## src/rtl/i2cseq_pkg.sv

```systemverilog
// Shared types of the I2C transaction sequencer.
package i2cseq_pkg;
    typedef enum logic [1:0] {K_WRITE = 2'd0, K_READ = 2'd1, K_WRWR = 2'd2, K_WRRD = 2'd3} kind_t;
    typedef enum logic [2:0] {RES_NONE = 3'd0, RES_DONE = 3'd1, RES_NACK = 3'd2,
                              RES_ARB = 3'd3, RES_BUSERR = 3'd4, RES_USAGE = 3'd5} res_t;
    typedef enum logic [3:0] {S_IDLE, S_HDR, S_HDR2, S_WA1, S_WA2, S_RS1, S_RS2,
                              S_WRA, S_SEND, S_WD, S_RECV, S_WSTOP} st_t;
endpackage

```

## src/rtl/i2cseq_hdr.sv

```systemverilog
// Address header formatter: builds the first address byte for 7-bit or
// 10-bit targets. Purely combinational; assumes the caller picks rd.
module i2cseq_hdr (
    input  logic       ten,
    input  logic [9:1] addr_hi,
    input  logic       rd,
    output logic [7:0] hdr_byte
);
    // Select the header layout for the address width.
    always_comb begin
        if (ten) hdr_byte = {5'b11110, addr_hi[9:8], rd};
        else     hdr_byte = {addr_hi[7:1], rd};
    end
endmodule

```

## src/rtl/i2cseq_ptr.sv

```systemverilog
// Buffer pointer: tracks the active buffer and byte index, and decodes the
// end, last and next-to-last positions against the active length.
// Assumes clr, nxt and inc are never requested in the same cycle.
module i2cseq_ptr #(
    parameter int LEN_W = 4
) (
    input  logic             clk,
    input  logic             rst_n,
    input  logic             clr,
    input  logic             inc,
    input  logic             nxt,
    input  logic             wr_en,
    input  logic [LEN_W-1:0] len0,
    input  logic [LEN_W-1:0] len1,
    output logic             buf_sel,
    output logic [LEN_W-1:0] idx,
    output logic [LEN_W-1:0] cur_len,
    output logic             at_end,
    output logic             is_last,
    output logic             is_penult
);
    logic [LEN_W:0] idx_x;
    logic [LEN_W:0] len_x;

    // Decode the position against the active buffer length.
    always_comb begin
        cur_len   = buf_sel ? len1 : len0;
        idx_x     = {1'b0, idx};
        len_x     = {1'b0, cur_len};
        at_end    = idx_x >= len_x;
        is_last   = (idx_x + 1'b1) >= len_x;
        is_penult = (idx_x + 2'd2) == len_x;
    end

    // Advance, switch or clear the pointer.
    always_ff @(posedge clk) begin
        if (!rst_n || clr) begin
            buf_sel <= 1'b0;
            idx     <= '0;
        end else if (nxt) begin
            buf_sel <= 1'b1;
            idx     <= '0;
        end else if (inc) begin
            idx <= idx + 1'b1;
        end
    end

    AST_WR_IN_RANGE: assert property (@(posedge clk) disable iff (!rst_n)
        wr_en |-> (idx < cur_len));
endmodule

```

## src/rtl/i2c_xfer_seq.sv

```systemverilog
// I2C master transaction sequencer. Drives a byte-level engine through one
// transaction per start request. Assumes engine events are one-cycle pulses
// and the buffer read port answers in the same cycle.
module i2c_xfer_seq
    import i2cseq_pkg::*;
#(
    parameter int LEN_W = 4
) (
    input  logic             clk,
    input  logic             rst_n,
    input  logic             start_req,
    input  logic [1:0]       kind,
    input  logic             ten_bit,
    input  logic [9:0]       tgt_addr,
    input  logic [LEN_W-1:0] len0,
    input  logic [LEN_W-1:0] len1,
    input  logic             eng_busy,
    input  logic             ev_ack,
    input  logic             ev_nack,
    input  logic             ev_rxbyte,
    input  logic [7:0]       rx_byte,
    input  logic             ev_stop_done,
    input  logic             ev_arb_lost,
    input  logic             ev_bus_err,
    output logic             cmd_start,
    output logic             cmd_stop,
    output logic             cmd_ack,
    output logic             cmd_nack,
    output logic             cmd_abort,
    output logic             cmd_clear,
    output logic             cmd_flush,
    output logic             tx_load,
    output logic [7:0]       tx_byte,
    output logic             mem_rd,
    output logic             mem_wr,
    output logic             mem_buf,
    output logic [LEN_W-1:0] mem_idx,
    output logic [7:0]       mem_wdata,
    input  logic [7:0]       mem_rdata,
    output logic             busy,
    output logic [2:0]       result
);
    st_t              st;
    kind_t            k_kind;
    logic             k_ten;
    logic [9:0]       k_addr;
    logic [LEN_W-1:0] k_len0, k_len1;
    res_t             res_q;

    logic             err, usage_bad, ack_wait, hdr_rd;
    logic             p_clr, p_inc, p_nxt;
    logic             buf_sel, at_end, is_last, is_penult;
    logic [LEN_W-1:0] idx, cur_len;
    logic [7:0]       hdr_byte;

    i2cseq_ptr #(.LEN_W(LEN_W)) u_ptr (
        .clk(clk), .rst_n(rst_n), .clr(p_clr), .inc(p_inc), .nxt(p_nxt),
        .wr_en(mem_wr), .len0(k_len0), .len1(k_len1), .buf_sel(buf_sel),
        .idx(idx), .cur_len(cur_len), .at_end(at_end), .is_last(is_last),
        .is_penult(is_penult)
    );

    i2cseq_hdr u_hdr (
        .ten(k_ten), .addr_hi(k_addr[9:1]), .rd(hdr_rd), .hdr_byte(hdr_byte)
    );

    // Decode events, pointer controls and buffer strobes.
    always_comb begin
        err       = ev_arb_lost | ev_bus_err;
        usage_bad = (kind == K_READ && len0 == '0) || (kind == K_WRRD && len1 == '0);
        ack_wait  = (st == S_WA1) || (st == S_WA2) || (st == S_WRA) || (st == S_WD);
        hdr_rd    = (st == S_RS2) || (k_kind == K_READ && !k_ten);
        p_clr     = (st == S_IDLE) && start_req;
        p_inc     = !err && (((st == S_SEND) && !at_end) || ((st == S_RECV) && ev_rxbyte));
        p_nxt     = !err && (st == S_SEND) && at_end && !buf_sel &&
                    (k_kind == K_WRRD || k_kind == K_WRWR);
        mem_rd    = (st == S_SEND) && !at_end;
        mem_wr    = (st == S_RECV) && ev_rxbyte && !err;
        mem_buf   = buf_sel;
        mem_idx   = idx;
        mem_wdata = rx_byte;
        busy      = (st != S_IDLE);
        result    = res_q;
    end

    // Transaction state machine with registered command pulses.
    always_ff @(posedge clk) begin
        if (!rst_n) begin
            st <= S_IDLE;  res_q <= RES_NONE;  k_kind <= K_WRITE;  k_ten <= 1'b0;
            k_addr <= '0;  k_len0 <= '0;  k_len1 <= '0;  tx_byte <= '0;
            cmd_start <= 1'b0; cmd_stop <= 1'b0; cmd_ack <= 1'b0; cmd_nack <= 1'b0;
            cmd_abort <= 1'b0; cmd_clear <= 1'b0; cmd_flush <= 1'b0; tx_load <= 1'b0;
        end else begin
            cmd_start <= 1'b0; cmd_stop <= 1'b0; cmd_ack <= 1'b0; cmd_nack <= 1'b0;
            cmd_abort <= 1'b0; cmd_clear <= 1'b0; cmd_flush <= 1'b0; tx_load <= 1'b0;
            if (st != S_IDLE && err) begin
                res_q <= ev_arb_lost ? RES_ARB : RES_BUSERR;
                st    <= S_IDLE;
            end else if (ack_wait && ev_nack) begin
                res_q    <= RES_NACK;
                cmd_stop <= 1'b1;
                st       <= S_WSTOP;
            end else begin
                case (st)
                    S_IDLE: if (start_req) begin
                        k_kind <= kind_t'(kind);  k_ten <= ten_bit;  k_addr <= tgt_addr;
                        k_len0 <= len0;  k_len1 <= len1;
                        if (usage_bad) begin
                            res_q <= RES_USAGE;
                        end else begin
                            res_q     <= RES_NONE;
                            cmd_abort <= eng_busy;
                            cmd_clear <= 1'b1;
                            cmd_flush <= 1'b1;
                            st        <= S_HDR;
                        end
                    end
                    S_HDR: begin
                        tx_byte  <= hdr_byte;
                        tx_load  <= 1'b1;
                        cmd_nack <= (k_kind == K_READ) && !k_ten && (cur_len == LEN_W'(1));
                        st       <= S_HDR2;
                    end
                    S_HDR2: begin
                        cmd_start <= 1'b1;
                        st        <= S_WA1;
                    end
                    S_WA1: if (ev_ack) begin
                        if (k_ten) begin
                            tx_byte <= k_addr[7:0];
                            tx_load <= 1'b1;
                            st      <= S_WA2;
                        end else begin
                            st <= (k_kind == K_READ) ? S_RECV : S_SEND;
                        end
                    end
                    S_WA2: if (ev_ack) st <= (k_kind == K_READ) ? S_RS1 : S_SEND;
                    S_RS1: begin
                        cmd_start <= 1'b1;
                        cmd_nack  <= (cur_len == LEN_W'(1));
                        st        <= S_RS2;
                    end
                    S_RS2: begin
                        tx_byte <= hdr_byte;
                        tx_load <= 1'b1;
                        st      <= S_WRA;
                    end
                    S_WRA: if (ev_ack) st <= S_RECV;
                    S_SEND: begin
                        if (at_end) begin
                            if (!buf_sel && k_kind == K_WRRD) begin
                                st <= S_RS1;
                            end else if (!(!buf_sel && k_kind == K_WRWR)) begin
                                cmd_stop <= 1'b1;
                                st       <= S_WSTOP;
                            end
                        end else begin
                            tx_byte <= mem_rdata;
                            tx_load <= 1'b1;
                            st      <= S_WD;
                        end
                    end
                    S_WD: if (ev_ack) st <= S_SEND;
                    S_RECV: if (ev_rxbyte) begin
                        if (is_last) begin
                            cmd_stop <= 1'b1;
                            st       <= S_WSTOP;
                        end else begin
                            cmd_ack  <= 1'b1;
                            cmd_nack <= is_penult;
                        end
                    end
                    S_WSTOP: if (ev_stop_done) begin
                        st <= S_IDLE;
                        if (res_q == RES_NONE) res_q <= RES_DONE;
                    end
                    default: st <= S_IDLE;
                endcase
            end
        end
    end

    AST_START_LOAD_SPLIT: assert property (@(posedge clk) disable iff (!rst_n)
        $onehot0({cmd_start, tx_load}));
    AST_ERR_NO_STOP: assert property (@(posedge clk) disable iff (!rst_n)
        (busy && err) |=> (!busy && !cmd_stop));
    AST_NACK_STOPS: assert property (@(posedge clk) disable iff (!rst_n)
        (ack_wait && ev_nack && !err) |=> (cmd_stop && result == 3'd2));
    AST_USAGE_QUIET: assert property (@(posedge clk) disable iff (!rst_n)
        (!busy && start_req && usage_bad) |=> (!busy && result == 3'd5 && !cmd_clear));
    AST_RESULT_HOLD: assert property (@(posedge clk) disable iff (!rst_n)
        (!busy && !start_req) |=> $stable(result));
endmodule

```

## config.mk

```make
export PLATFORM = sky130hd
export DESIGN_NAME = i2c_xfer_seq
export DESIGN_NICKNAME = d
export VERILOG_FILES = /design/src/rtl/i2cseq_pkg.sv /design/src/rtl/i2cseq_hdr.sv /design/src/rtl/i2cseq_ptr.sv /design/src/rtl/i2c_xfer_seq.sv
export SDC_FILE = /design/constraint.sdc
export NUM_CORES = 1
export LEC_CHECK = 0
export ABC_AREA = 0
export BUFFER_PORTS_ARGS = -buffer_cell sky130_fd_sc_hd__clkbuf_2
export CORE_MARGIN = 1
export CORE_UTILIZATION = 42
export CTS_BUF_LIST = sky130_fd_sc_hd__clkbuf_16
export DETAILED_ROUTE_END_ITERATION = 6
export PLACE_DENSITY = 0.67
export SKIP_CTS_REPAIR_TIMING = 1
export SYNTH_ARGS = -nofsm -noshare
export SYNTH_HDL_FRONTEND = slang
export SYNTH_SLANG_ARGS = --single-unit
```

## constraint.sdc

```tcl
create_clock -name clk -period 3.5 [get_ports clk]
set_input_delay 0.35 -clock clk [delete_from_list [all_inputs] [get_ports clk]]
set_output_delay 0.35 -clock clk [all_outputs]
set_load 0.02 [all_outputs]
```

# ---- Word level (Yosys, flattened, before mapping)
# Cells that the tools add are included.
dict set report totals {
  elab_cells 172
  out_inout_bits 35
  regBits 48
  input_bits 47
}
dict set report op_classes {
  n_mux 48
  n_addsub 3
  bitwise 8
  n_lt_le_gt_ge 2
  eq_ne 43
  n_reduce_logical 50
}
# cell n
set op_table {}
lappend op_table {{2-to-1 mux 4 bit} 16}
lappend op_table {{one-hot mux 4 bit (12 select lines)} 1}
lappend op_table {{2-to-1 mux 8 bit} 4}
lappend op_table {{!= test 3 x 2 -> 1 bit, second input constant} 8}
lappend op_table {{one-hot mux 8 bit (3 select lines)} 1}
lappend op_table {{!= test 2 bit, second input constant} 11}
lappend op_table {{2-to-1 mux 3 bit} 7}
lappend op_table {{AND reduction 10 bit} 2}
lappend op_table {{logical AND 1 bit} 17}
lappend op_table {{equality test 4 x 3 -> 1 bit, second input constant} 4}
lappend op_table {{equality test 4 bit, second input constant} 4}
lappend op_table {{2-to-1 mux 1 bit} 14}
lappend op_table {{logical NOT 4 bit} 3}
lappend op_table {{!= test 4 bit, second input constant} 3}
lappend op_table {{OR reduction 5 bit} 2}
lappend op_table {{equality test 4 x 1 -> 1 bit, second input constant} 2}
lappend op_table {{equality test 4 x 2 -> 1 bit, second input constant} 2}
lappend op_table {{logical OR 1 bit} 8}
lappend op_table {{AND reduction 4 bit} 2}
lappend op_table {{nonzero test 4 bit} 2}
lappend op_table {{OR reduction 2 bit} 4}
lappend op_table {{inverter 1 bit} 7}
lappend op_table {{equality test 2 bit, second input constant} 3}
lappend op_table {{one-hot mux 1 bit (3 select lines)} 2}
lappend op_table {{20 further kinds} 25}

# ---- Depth between registers and ports, before layout
dict set report depth {
  ltp_word 8
  mapped_depth 8
}

# ---- Hierarchy
# Synthesis repeated with hierarchy kept, for this count alone.
dict set report unflattened {
  cells_unflattened 361
  hier_area_um2 2907.8
}
# module cells_each area_each_um2 instances
set modules_own_cells {}
lappend modules_own_cells {i2c_xfer_seq 296 2323.5 1}
lappend modules_own_cells {i2cseq_ptr 57 520.5 1}
lappend modules_own_cells {i2cseq_hdr 8 63.8 1}

# ---- Least setup slack after synthesis
# Ideal clock, no wire load.
dict set report synth_timing {
  kind {reg2reg}
  start {reg u_ptr.buf_sel}
  end {reg st[0]}
  synth_period_minus_slack_ps 2723
  setup_ps 120
  t_arrival_ps 2603
  path_stages_with_launch 9
  setup_slack_ps 777
  path_cell_list {dfxtp_1 > clkbuf_1 > mux2_2 > ha_1 > a21boi_0 > o221ai_2 > or3_4 > and2_1 > a211o_1}
}
dict set report synth_between {
  elab_chain_cells 6
}
# element line
set synth_lines {}
lappend synth_lines {{start: declaration} i2cseq_ptr.sv:15} ;# output logic buf_sel,
lappend synth_lines {{start signal: assignment} i2cseq_ptr.sv:38} ;# buf_sel <= 1'b0;
lappend synth_lines {{start signal: assignment} i2cseq_ptr.sv:41} ;# buf_sel <= 1'b1;
lappend synth_lines {{parallel branches: the longest is 6 deep, another holds greater-or-equal comparator 4 bit} n/a}
lappend synth_lines {{end signal: assignment} i2c_xfer_seq.sv:134} ;# st <= (k_kind == K_READ) ? S_RECV : S_SEND;
lappend synth_lines {{end signal: assignment} i2c_xfer_seq.sv:137} ;# S_WA2: if (ev_ack) st <= (k_kind == K_READ) ? S_RS1 : S_SEND;
lappend synth_lines {{end: declaration} i2c_xfer_seq.sv:43} ;# st_t st;
# Parallel ways; which one is timed is not known.
# A chain may end at the register's enable or synchronous reset.

# ---- Worst setup path after layout
dict set report layout_timing {
  start {reg u_ptr.buf_sel}
  end {out mem_rd}
}
dict set report layout_between {
  elab_chain_cells 4
}
# element line
set layout_lines {}
lappend layout_lines {{2-to-1 mux 4 bit} i2cseq_ptr.sv:27} ;# cur_len = buf_sel ? len1 : len0;
lappend layout_lines {{greater-or-equal comparator 4 bit} i2cseq_ptr.sv:30} ;# at_end = idx_x >= len_x;
lappend layout_lines {{logical NOT 1 bit} i2c_xfer_seq.sv:77} ;# mem_rd = (st == S_SEND) && !at_end;
lappend layout_lines {{logical AND 1 bit} i2c_xfer_seq.sv:77}
lappend layout_lines {{end: declaration} i2c_xfer_seq.sv:34} ;# output logic mem_rd,
# Every way passes these cells.

==> run metrics <==
Final Cycle Share=79.3%; sequential share of the synthesized area=33.9%; WL met1=3420 µm; crit path time final=2.77 ns; Fin Hold WS=0.256 ns; fin. max-slew vios=0; Sequential Area=961 µm²; DIE AREA=7070 µm²; number of global-route vias before repair=2416; status=finished, violations left; post-route cell area=3340 µm²; failing checks=DRC; FILL cells=639; main flop type after synthesis=dfxtp_1; FF+latch count, synth=48; Layout Skew=0.00340 ns; Die H=84.1 µm; DRT iter0 DRCs=223; count leader, synth=nand2_1; Clock transition at path regs=0.07 ns; critical path endpoint category=output port; area occupied by multi-input gates=1670 µm²; DRC Markers=8; syn_nets=408; H-tree levels=2; largest net degree at the start of global routing=33; HP Class=input pin to register; total gr overflow=0; HPWL Detailed=5290 µm; Avg Vias per Cell=5.74; post-synthesis compound-gate area fraction=25.7%; global-route wire length before repair=12000 µm; Final Hold Fails=0; Vias=2751; Rel. slew slack=32.0%; clock root buffer=clkbuf_16; Max Cap Viol=0; layout cells sized above 1=22.9%; Avg WL per Cell=15.2 µm; nets=458; Leakage Power=0.00133 µW; Clock Latency Late Sink=0.29 ns; I/O Buffers=65; Die W=84.1 µm; fmax=0.360 GHz; 1st-pass router iterations=7; setup TNS=0 ns; largest family of logic cells by synthesized area=compound AO/OA/AOI/OAI gates; GRT Util Overall=21.2%; startpoint types=register; Sink Count=48; Initial Util=44.1%; Area Growth Syn to Fin=18.0%; gp weighted congestion=0.859; Rows=29; YS warnings=0; pwr/cell area=743 nW/µm²; Simple-Gate Fraction of Synth Area=23.5%; type of the worst setup path=register to output port; crit-path max FO=8; Routed Antenna Nets=0; Synth cell types=63; Syn Inst Count=351; post-synthesis mux area share=3.98%; EDFF count, synth=0; Inserted Diodes=0; cell taking the most area after synthesis=dfxtp_1; Hold Path Cell Cnt=2; Worst-Margin Slew=1.02 ns; met3 WL=414 µm; RSZ-0062 raised after global routing=no; CP arrival=2.42 ns; top cells by count, synth=55 x nand2_1, 48 x dfxtp_1, 40 x a21oi_1, 21 x nor2_1, 16 x o21ai_0; met2 WL post-DR=3270 µm; Synth Cell Area=2830 µm²; CTS max path bufs=2; initial antenna violation count=0; XOR/XNOR share of the synthesized area=1.55%; reg2reg path depth=7; CP required=3.15 ns; Synth area leaders=dfxtp_1 34%, nand2_1 7.3%, a21oi_1 7.1%; CTS tree=done; top-area cell type share of the netlist area=33.9%; syn_area_per_cell=8.07 µm²; FFs w/ async S/R, synth=0%; Ports=82; total CTS buffers=5; final setup vio count=0; Post-DP Area=3150 µm²; Synth Area in Adders=4.42%; core area=6420 µm²; WL final=7300 µm; Max VDD drop=0.272 mV; top sig layer=met4
registers in the layout, indices dropped and copies added (netlist names):
name	cells
k_addr	10
tx_byte	8
k_len0	4
k_kind	2
cmd_stop	1
u_ptr.idx	4
tx_load	1
cmd_flush	1
k_len1	4
cmd_start	1
cmd_ack	1
st	4
result	3
k_ten	1
cmd_abort	1
u_ptr.buf_sel	1
cmd_nack	1
final cells by class:
type / count / area share (%)
clock buffer: 5 / 3.75
clock inverter: 3 / 2.06
inverter: 12 / 1.35
multi-input combinational: 263 / 50.1
sequential: 48 / 28.8
tap: 77 / 2.88
timing repair buffer: 71 / 11.1
per-layer routing:
layer,track usage (%),vias to the layer above
met5,0,-
met4,8.46,0
met3,3.17,18
met2,32.6,101
met1,29.7,1253
li1,-,1379
cell usage in the layout (no fill, tap or decap), types with 4 or more instances in the layout:
cell	count
a311oi_1	5
a21oi_1	40
clkbuf_16	5
nand2_1	55
dfxtp_1	48
ha_1	10
inv_1	12
xnor2_1	4
nand3_1	9
buf_4	6
o21ai_0	16
and2_1	4
mux2i_1	9
nor2_1	21
clkbuf_2	65
a31oi_1	5
a211oi_1	10
where the power goes:
| group | switching (µW) | total (µW) | internal [µW] |
|---|---|---|---|
| registers | 127 | 818 | 691 |
| clock network | 212 | 624 | 412 |
| logic | 649 | 1040 | 391 |
worst paths after layout:
kind	startpoint	endpoint	slack, ns
setup / recovery	u_ptr.buf_sel	mem_rd	0.73
hold / removal	eng_busy	cmd_abort	0.26
setup reg to reg	u_ptr.buf_sel	u_ptr.idx[2]	0.73
hold reg to reg	k_addr[8]	k_addr[8]	0.46
through the flow:
step	utilization (%)	setup slack, ns	power (µW)	cells
after CTS	52.0	0.745	2490	479
after floorplan	-	0.777	1580	351
after detailed placement	49.0	0.739	1860	471
after global routing	52.0	0.504	2640	479
after global placement	49.0	0.903	1840	471
final	52.0	0.726	2480	479
cells by family after synthesis:
family                     count (synthesis)
AOI/OAI and AO/OA                        110
xor gates and xnor gates                   5
adders and majority gates                 10
buffers and inverters                     40
DFF                                       48
muxes                                     11
and+or+nand+nor                          127
critical path: stages, from the launching register on:
cell and delay, ns:
dfxtp_1 0.49, mux2i_1 0.46, ha_1 0.32, o21a_1 0.20, o22a_1 0.27, nor2_1 0.20, clkbuf_2 0.21
Power figures use the tool's default switching activity.
